File: src/rtl/fpc_pkg.sv
// Shared constants and types for the flash programming controller.
// Assumes a 16-bit register port; the op table order fixes strobe indices.
package fpc_pkg;
    localparam int REG_W    = 16;
    localparam int TRIG_BIT = REG_W - 1;
    localparam int OP_W     = REG_W - 1;
    localparam int N_ERASE  = 6;
    localparam int N_WRITE  = 2;
    localparam int N_OPS    = N_ERASE + N_WRITE;

    localparam logic [REG_W-1:0] KEY_FIRST  = 16'h0055;
    localparam logic [REG_W-1:0] KEY_SECOND = 16'h00AA;

    localparam logic ADDR_CTRL = 1'b0;
    localparam logic ADDR_KEY  = 1'b1;

    // Index i of this table drives strobe bit i (erase first, then write).
    localparam logic [N_OPS*REG_W-1:0] OP_TABLE = {
        16'h4008, 16'h4001,
        16'h4071, 16'h4072, 16'h4042, 16'h406E, 16'h404E, 16'h407F
    };

    typedef enum logic [1:0] {
        UL_IDLE  = 2'd0,
        UL_HALF  = 2'd1,
        UL_ARMED = 2'd2
    } unlock_st_t;
endpackage

File: src/rtl/fpc_unlock.sv
// Key sequence tracker. It arms after a key write of KEY_FIRST followed
// directly by KEY_SECOND. Any other access cancels a partial sequence, and
// the armed state lasts for exactly one following register access.
// Assumes reg_wr and reg_rd are single-cycle strobes.
module fpc_unlock
    import fpc_pkg::*;
(
    input  logic             clk,
    input  logic             rst_n,
    input  logic             reg_wr,
    input  logic             reg_rd,
    input  logic             reg_addr,
    input  logic [REG_W-1:0] wdata,
    output logic             armed
);
    unlock_st_t st_q, st_d;
    logic key_wr, any_acc, got_first, got_second;

    assign key_wr     = reg_wr && (reg_addr == ADDR_KEY);
    assign any_acc    = reg_wr || reg_rd;
    assign got_first  = key_wr && (wdata == KEY_FIRST);
    assign got_second = key_wr && (wdata == KEY_SECOND);

    // Next-state selection for the key sequence.
    always_comb begin
        st_d = st_q;
        unique case (st_q)
            UL_IDLE:  if (got_first) st_d = UL_HALF;
            UL_HALF:  if (got_second) st_d = UL_ARMED;
                      else if (any_acc) st_d = UL_IDLE;
            UL_ARMED: if (got_first) st_d = UL_HALF;
                      else if (any_acc) st_d = UL_IDLE;
            default:  st_d = UL_IDLE;
        endcase
    end

    // State register with synchronous reset.
    always_ff @(posedge clk) begin
        if (!rst_n) st_q <= UL_IDLE;
        else        st_q <= st_d;
    end

    assign armed = (st_q == UL_ARMED);

    AST_ARM_AFTER_SECOND_KEY: assert property (@(posedge clk) disable iff (!rst_n)
        $rose(armed) |-> $past(reg_wr && reg_addr == ADDR_KEY && wdata == KEY_SECOND));
    AST_ARM_SINGLE_USE: assert property (@(posedge clk) disable iff (!rst_n)
        (armed && (reg_wr || reg_rd)) |=> !armed);
endmodule

File: src/rtl/fpc_opdecode.sv
// Compares the stored operation field against every entry of the op table
// and produces a one-hot hit vector plus a valid flag. Purely combinational.
module fpc_opdecode
    import fpc_pkg::*;
(
    input  logic [OP_W-1:0]  op_field,
    output logic [N_OPS-1:0] hit,
    output logic             valid
);
    for (genvar i = 0; i < N_OPS; i++) begin : g_cmp
        // One comparator per table entry.
        assign hit[i] = (op_field == OP_TABLE[i*REG_W +: OP_W]);
    end

    assign valid = |hit;
endmodule

File: src/rtl/fpc_cycle.sv
// Control register and cycle sequencing. It stores the op field and the
// trigger, allows the trigger to be set only while armed, lets the host
// clear it at any time, freezes the op field while triggered, and pulses
// done when a valid cycle is closed. Assumes op_valid decodes op_q.
module fpc_cycle
    import fpc_pkg::*;
(
    input  logic             clk,
    input  logic             rst_n,
    input  logic             ctrl_wr,
    input  logic [REG_W-1:0] wdata,
    input  logic             armed,
    input  logic             op_valid,
    output logic             trig,
    output logic [OP_W-1:0]  op,
    output logic             done
);
    logic            trig_q, done_q;
    logic [OP_W-1:0] op_q;
    logic            closing;

    assign closing = ctrl_wr && trig_q && !wdata[TRIG_BIT];

    // Control register update: op field only while idle, trigger gated by key.
    always_ff @(posedge clk) begin
        if (!rst_n) begin
            trig_q <= 1'b0;
            op_q   <= '0;
        end else if (ctrl_wr) begin
            if (!trig_q) begin
                op_q   <= wdata[OP_W-1:0];
                trig_q <= wdata[TRIG_BIT] && armed;
            end else begin
                trig_q <= wdata[TRIG_BIT];
            end
        end
    end

    // Completion pulse for a closed valid cycle.
    always_ff @(posedge clk) begin
        if (!rst_n) done_q <= 1'b0;
        else        done_q <= closing && op_valid;
    end

    assign trig = trig_q;
    assign op   = op_q;
    assign done = done_q;

    AST_SET_NEEDS_KEY: assert property (@(posedge clk) disable iff (!rst_n)
        $rose(trig_q) |-> $past(armed && ctrl_wr));
    AST_NO_SELF_END: assert property (@(posedge clk) disable iff (!rst_n)
        (trig_q && !(ctrl_wr && !wdata[TRIG_BIT])) |=> trig_q);
    AST_OP_FROZEN: assert property (@(posedge clk) disable iff (!rst_n)
        trig_q |=> $stable(op_q));
    AST_DONE_SINGLE: assert property (@(posedge clk) disable iff (!rst_n)
        done_q |=> !done_q);
endmodule

File: src/rtl/flash_prog_ctl.sv
// Top of the key-unlocked flash programming controller. It routes register
// accesses to the key tracker and the control register, decodes the op field
// into erase and write strobes gated by the trigger, and drives read data.
// Assumes the host times each cycle by setting and clearing the trigger.
module flash_prog_ctl
    import fpc_pkg::*;
(
    input  logic               clk,
    input  logic               rst_n,
    input  logic               reg_wr,
    input  logic               reg_rd,
    input  logic               reg_addr,
    input  logic [REG_W-1:0]   wdata,
    output logic [REG_W-1:0]   rdata,
    output logic               busy,
    output logic               done,
    output logic               op_err,
    output logic [N_ERASE-1:0] erase_sel,
    output logic [N_WRITE-1:0] write_sel
);
    logic             armed, trig, op_valid, ctrl_wr;
    logic [OP_W-1:0]  op;
    logic [N_OPS-1:0] hit, strobes;

    assign ctrl_wr = reg_wr && (reg_addr == ADDR_CTRL);

    fpc_unlock u_unlock (
        .clk(clk), .rst_n(rst_n), .reg_wr(reg_wr), .reg_rd(reg_rd),
        .reg_addr(reg_addr), .wdata(wdata), .armed(armed)
    );

    fpc_opdecode u_dec (.op_field(op), .hit(hit), .valid(op_valid));

    fpc_cycle u_cyc (
        .clk(clk), .rst_n(rst_n), .ctrl_wr(ctrl_wr), .wdata(wdata),
        .armed(armed), .op_valid(op_valid), .trig(trig), .op(op), .done(done)
    );

    // Strobes only while the trigger holds.
    assign strobes   = trig ? hit : '0;
    assign erase_sel = strobes[N_ERASE-1:0];
    assign write_sel = strobes[N_OPS-1:N_ERASE];
    assign busy      = trig;
    assign op_err    = trig && !op_valid;

    // Read mux: control register readable, key register reads zero.
    always_comb begin
        rdata = '0;
        if (reg_rd && reg_addr == ADDR_CTRL) rdata = {trig, op};
    end

    AST_STROBE_ONEHOT: assert property (@(posedge clk) disable iff (!rst_n)
        $onehot0({write_sel, erase_sel}));
    AST_ERR_SILENT: assert property (@(posedge clk) disable iff (!rst_n)
        op_err |-> ({write_sel, erase_sel} == '0));
    AST_IDLE_QUIET: assert property (@(posedge clk) disable iff (!rst_n)
        !busy |-> ({write_sel, erase_sel} == '0 && !op_err));
endmodule

File: config.mk
export PLATFORM = sky130hd
export DESIGN_NAME = flash_prog_ctl
export DESIGN_NICKNAME = d
export VERILOG_FILES = /design/src/rtl/fpc_pkg.sv /design/src/rtl/fpc_unlock.sv /design/src/rtl/fpc_opdecode.sv /design/src/rtl/fpc_cycle.sv /design/src/rtl/flash_prog_ctl.sv
export SDC_FILE = /design/constraint.sdc
export NUM_CORES = 1
export LEC_CHECK = 0
export BUFFER_PORTS_ARGS = -buffer_cell sky130_fd_sc_hd__buf_2
export CAP_MARGIN = 25
export CORE_MARGIN = 3
export CORE_UTILIZATION = 47
export DETAILED_ROUTE_END_ITERATION = 12
export MAX_ROUTING_LAYER = met4
export PLACE_DENSITY = 0.77
export SLEW_MARGIN = 40
export SYNTH_ARGS = -nofsm -noshare
export SYNTH_HDL_FRONTEND = slang
export SYNTH_SLANG_ARGS = --single-unit
File: constraint.sdc
create_clock -name clk -period 1.7 [get_ports clk]
set_input_delay 0.085 -clock clk [delete_from_list [all_inputs] [get_ports clk]]
set_output_delay 0.085 -clock clk [all_outputs]
set_load 0.03 [all_outputs]
* Yosys cells after proc, flatten, opt, wreduce, memory -nomap -nowiden
Index checks and enable logic that the tools add are counted.
Operators by class: $add $sub $neg 0, multipliers 0, div/mod/pow operators 0, order comparisons 0, equal/unequal tests 13, shift-type cells 0, mux-type cells 8, bitwise gates (word level) 2, reductions and logical operators 16
Operators by type and width (count):
- $eq 15x15->1 const B | 8
- $eq 16x7->1 const B | 1
- $eq 16x8->1 const B | 1
- $mux 16 | 1
- $logic_and 1x1->1 | 10
- $mux 2 | 4
- $mux 8 | 1
- $reduce_or 8->1 | 1
- $pmux 2 s3 | 1
- $eq 2x1->1 const B | 1
- $eq 2x2->1 const B | 1
- $logic_not 1->1 | 2
- $logic_not 2->1 | 1
- $ne 2x1->1 const B | 1
- $not 1->1 | 2
- $reduce_and 2->1 | 1
- $logic_or 1x1->1 | 1
- $mux 1 | 1
Word-level totals: flip-flop bits (word level) 19, latch bits 0, RAM bits 0, memory bits (read-only) 0, input port bits 21, output and inout port bits 27, logic and storage cells 43, memories kept 0

* Longest topological paths before layout
word-level depth 5, gate-level depth with buffers 5, depth with buffers taken out 4

* Modules after synthesis
A second synthesis with hierarchy kept.
Second synthesis, totals: cell total of the unflattened synthesis 151, area total of the unflattened synthesis 1292.5 µm²
Modules (own cells, without submodules):
- fpc_cycle | times used 1, cells each 72, area an instance 690.7 µm²
- flash_prog_ctl | times used 1, cells each 28, area an instance 224.0 µm²
- fpc_opdecode | times used 1, cells each 31, area an instance 215.2 µm²
- fpc_unlock | times used 1, cells each 20, area an instance 162.7 µm²

* Worst setup path after synthesis
No wires, ideal clock.
kind reg2out, from reg u_cyc.op_q[11], in the netlist u_cyc.op[11], to out write_sel[1], arrival time 2100 ps, required time 1615 ps, slack -485 ps, stages on the path, launching flop included 4, buffers on the path 0, path through dfxtp_1 -> or4b_1 -> nor3_2 -> nor4b_1
On the way: longest elaborated chain between the ends 2
RTL lines:
- from (decl) | line fpc_cycle.sv:19 | logic [OP_W-1:0] op_q;
- from (signal assigned) | line fpc_cycle.sv:31 | op_q <= wdata[OP_W-1:0];
- $eq 15x15->1 | line fpc_opdecode.sv:12 | assign hit[i] = (op_field == OP_TABLE[i*REG_W +: OP_W]);
- $mux 8 | line flash_prog_ctl.sv:40 | assign strobes = trig ? hit : '0;
- to (decl) | line flash_prog_ctl.sv:19 | output logic [N_WRITE-1:0] write_sel
No other way between the ends.

* Worst setup path in the final report
from reg u_cyc.op_q[0], in the netlist u_cyc.op[0], to out erase_sel[3]
On the way: longest elaborated chain between the ends 2
RTL lines:
- $eq 15x15->1 | line fpc_opdecode.sv:12
- $mux 8 | line flash_prog_ctl.sv:40
- to (decl) | line flash_prog_ctl.sv:18 | output logic [N_ERASE-1:0] erase_sel,
No other way between the ends.

==> results.txt <==
----------------------------------------------------
[Synth]
  Sequential element share of the synthesized area ... 32.2%
  Number of warnings printed during yosys synthesis ... 0
  Share of Yosys cell area claimed by the top area cell type ... 32.2%
  Cell area after technology mapping ... 0.00118 mm2
  Number of enable flip-flop cells after synthesis ... 0
  Net count after synthesis ... 171
  Top cell type by total area after synthesis ... sky130_fd_sc_hd__dfxtp_1
  Proportion of synthesized flip-flops having asynchronous set or reset ... 0%
  Main combinational cell family by area after synthesis ... simple AND/OR/NAND/NOR gates
  Mux share of post-synthesis cell area ... 0%
  Complex-gate fraction of the synthesized area ... 17.5%
  Post-synth top flop ... sky130_fd_sc_hd__dfxtp_1
  Synth area leaders ... sky130_fd_sc_hd__dfxtp_1, sky130_fd_sc_hd__nand2_1, sky130_fd_sc_hd__and2_1
  Post-synthesis share of cell area spent on and, or, nand and nor gates ... 47.1%
  Yosys reg bits ... 19
  Number of cells produced by synthesis ... 150
  Area share of fa/ha/maj cells after synthesis ... 0%
  Post-Synth XOR/XNOR Area ... 0%
  Avg Inst Size Synth ... 7.88 um2
  Count of different cell masters after synthesis ... 36

[Routing]
  DRC violation count after routing ... 0
  Routed wirelength normalized by instance count ... 14.0 um
  DRC violation total after the first TritonRoute iteration ... 40
  Drt via density ... 5.41
  Antenna Nets Post-Route ... 0
  Vias ... 1293
  Total detailed-routing wirelength ... 3340 um
  Length of the first detailed-routing pass in iterations ... 4

[Critical path]
  Capturing element type of the critical path ... output pin
  Largest stage delay, worst path ... 560 ps
  Biggest fanout along the worst timing path ... 4
  Startpoint-to-endpoint class of the critical path ... flip-flop to output pin
  Worst endpoint required time ... 1620 ps
  CP arrival ... 1840 ps
  Startpoint class of the critical path ... flip-flop
  Critical Path, Cell by Cell ... or4b_4, or3_4, nor3_4, buf_6
  Cell at the slowest stage of the critical path ... sky130_fd_sc_hd__or4b_4

[Run]
  Max Cap Violations ... 0

[Power and ir drop]
  Highest ir drop seen on vdd ... 0.491 mV
  Power per standard cell area ... 518 mW/mm2
  Static leakage ... 0.743 nW

[Cells and area]
  Area Overhead vs Synth ... 45.6%
  Antenna Diode Count ... 0
  Post-layout util ... 74.9%
  Filler cell count in the final layout ... 178
  Fraction of layout cells with a size suffix above 1 ... 46.0%
  Final non-filler cell area ... 0.00172 mm2
  Net total in the final layout ... 233

[GRT]
  Met1 Use GR ... 27.5%
  Vias in the first global route ... 1246
  Aggregate global routing overflow ... 0
  Global Route met2 Usage ... 38.2%
  Total Routing Usage GR ... 22.1%
  Number of antenna violations at the first check in global routing ... 0
  First-pass GRT wire length ... 5580 um
  Met3 layer usage reported by global route ... 3.02%
  Global-route layer with the greatest usage ... met2
  Largest net degree at the start of global routing ... 20

[Status]
  Run status ... finished, violations left
  Violated checks ... setup timing

[Floorplan]
  Floorplan die area ... 0.00315 mm2
  Overall die width ... 56.2 um
  Placeable Area ... 0.00230 mm2
  Row count ... 17
  Die Span Y ... 56.2 um
  Ports placed on the boundary ... 48
  Initial standard-cell utilization of the core ... 51.5%

[Clock tree]
  Clock tree from TritonCTS ... yes
  H-tree Lvls ... 1
  Hold_buf cts ... 0
  Number of clock sinks seen by CTS ... 19
  Clock buffer count from CTS ... 3
  Clock-pin slew on the worst setup and hold paths ... 110 ps
  Clock root buffer master ... sky130_fd_sc_hd__clkbuf_4
  Clock latency of the later-clocked register in the worst-skew pair ... 290 ps
  Bufs on Longest Clock Path ... 2

[Placed design]
  Gp weighted congestion ... 0.864
  Post-placement cell area ... 0.00157 mm2
  Buffers added on ports ... 47
  HPWL after detailed placement ... 2590 um

[STA]
  Worst Tran Pin Value ... 538 ps
  Post-route clock skew ... 5.75 ps
  Max Slew Vio Count ... 0
  Achievable Freq ... 519 MHz
  Setup repair after global routing missed its margin ... yes
  Worst slack on hold paths ... 43.4 ps
  Final worst path period need ... 1930 ps
  Number of failing hold endpoints at the final stage ... 0
  Endpoints failing setup ... 6
  Final worst path period share ... 113%
  Worst-case setup margin in the final layout ... -226 ps
  Slew margin rel. ... 64.1%

[Min path]
  Type of the worst min-delay path ... primary input to flip-flop

----------------------------------------------------
## where the power goes
group	leakage (nW)	internal, W	total (W)	switching [W]
registers	0.158	0.000463	0.000484	0.0000208
logic	0.569	0.0000809	0.000183	0.000102
clock network	0.0150	0.0000911	0.000225	0.000134
total	0.743	0.000635	0.000892	0.000257
## flip-flops by register name, indices dropped and copies added (netlist names)
| register | cells |
|---|---|
| u_cyc.done | 1 |
| u_cyc.trig | 1 |
| u_unlock.st_q | 2 |
| u_cyc.op | 15 |
## critical path, delay by kind of cell, from the launching register on
family | cells | cell delay (ps)
AND/OR/NAND/NOR | 3 | 1050
flip-flops | 1 | 350
buffers and inverters | 1 | 150
## cells in the final DEF, fill, tap and decap left out, drive strengths merged, types with 3 or more instances in the layout
cell     n
a21boi  15
nor2     5
nand2b   3
or3      5
clkbuf   4
buf     64
nand3    3
and2    17
a21oi    3
dfxtp   19
nor3    10
nor4     3
nor4b    4
nand2   33
## final timing paths
path	end	depth (start not counted)	slack [ps]	start
worst max register to register	u_cyc.done	5	200	u_cyc.op[0]
worst max-delay path	erase_sel[3]	4	-230	u_cyc.op[0]
worst min register to register	u_cyc.op[9]	2	510	u_cyc.op[9]
worst min-delay path	u_cyc.op[12]	3	40	wdata[12]
## synthesized netlist by cell type, types with 2 or more instances
master / number
sky130_fd_sc_hd__o21a_1: 2
sky130_fd_sc_hd__dfxtp_1: 19
sky130_fd_sc_hd__nor4b_1: 4
sky130_fd_sc_hd__nand4_1: 2
sky130_fd_sc_hd__nand3b_1: 2
sky130_fd_sc_hd__nand4b_1: 2
sky130_fd_sc_hd__nor3_1: 8
sky130_fd_sc_hd__and2_1: 17
sky130_fd_sc_hd__or3_1: 4
sky130_fd_sc_hd__nand3_1: 3
sky130_fd_sc_hd__o2111a_1: 2
sky130_fd_sc_hd__nor3_2: 2
sky130_fd_sc_hd__a21oi_1: 2
sky130_fd_sc_hd__nor2_1: 5
sky130_fd_sc_hd__clkbuf_1: 5
sky130_fd_sc_hd__nor4bb_1: 2
sky130_fd_sc_hd__nor4_1: 2
sky130_fd_sc_hd__nand2_1: 33
sky130_fd_sc_hd__nand2b_1: 3
sky130_fd_sc_hd__nor2b_1: 2
sky130_fd_sc_hd__a21boi_0: 14
## logic make-up after synthesis
| logic type | after synthesis |
|---|---|
| simple gates | 97 |
| flops | 19 |
| buf+inv | 8 |
| compound gates | 26 |
## metal layers
layer	part of all wire [%]	vias to the layer above
met2	50	37
met5	0	-
met1	45	596
met3	4.1	4
met4	0.63	0
li1	-	656
## per-stage QoR
stage	TNS (ps)	cells	setup slack (ps)	power (W)
5_1_grt	-2190	239	-317	0.000949
4_1_cts	-1330	239	-231	0.000896
6_report	-1270	239	-226	0.000892
2_1_floorplan	-150	150	-64.3	0.000580
3_3_place_gp	-70.7	233	-44.9	0.000652
3_5_place_dp	-302	233	-122	0.000659
## area by class of cell
class / count / area, um2 / share of cell area, %
well taps: 28 / 35.0 / 2.03
inverters: 1 / 3.75 / 0.218
repair buffers: 64 / 394 / 22.9
clock buffers: 4 / 26.3 / 1.53
multi-input cells: 123 / 872 / 50.7
flip-flops and latches: 19 / 390 / 22.7
## repair_timing
item                       in CTS  in global routing
setup buffers                   3                  0
gates resized for setup        32                  0
setup endpoints to repair       9                  9
pin swaps                       4                  1
No activity file was read; power rests on OpenSTA's default activity.
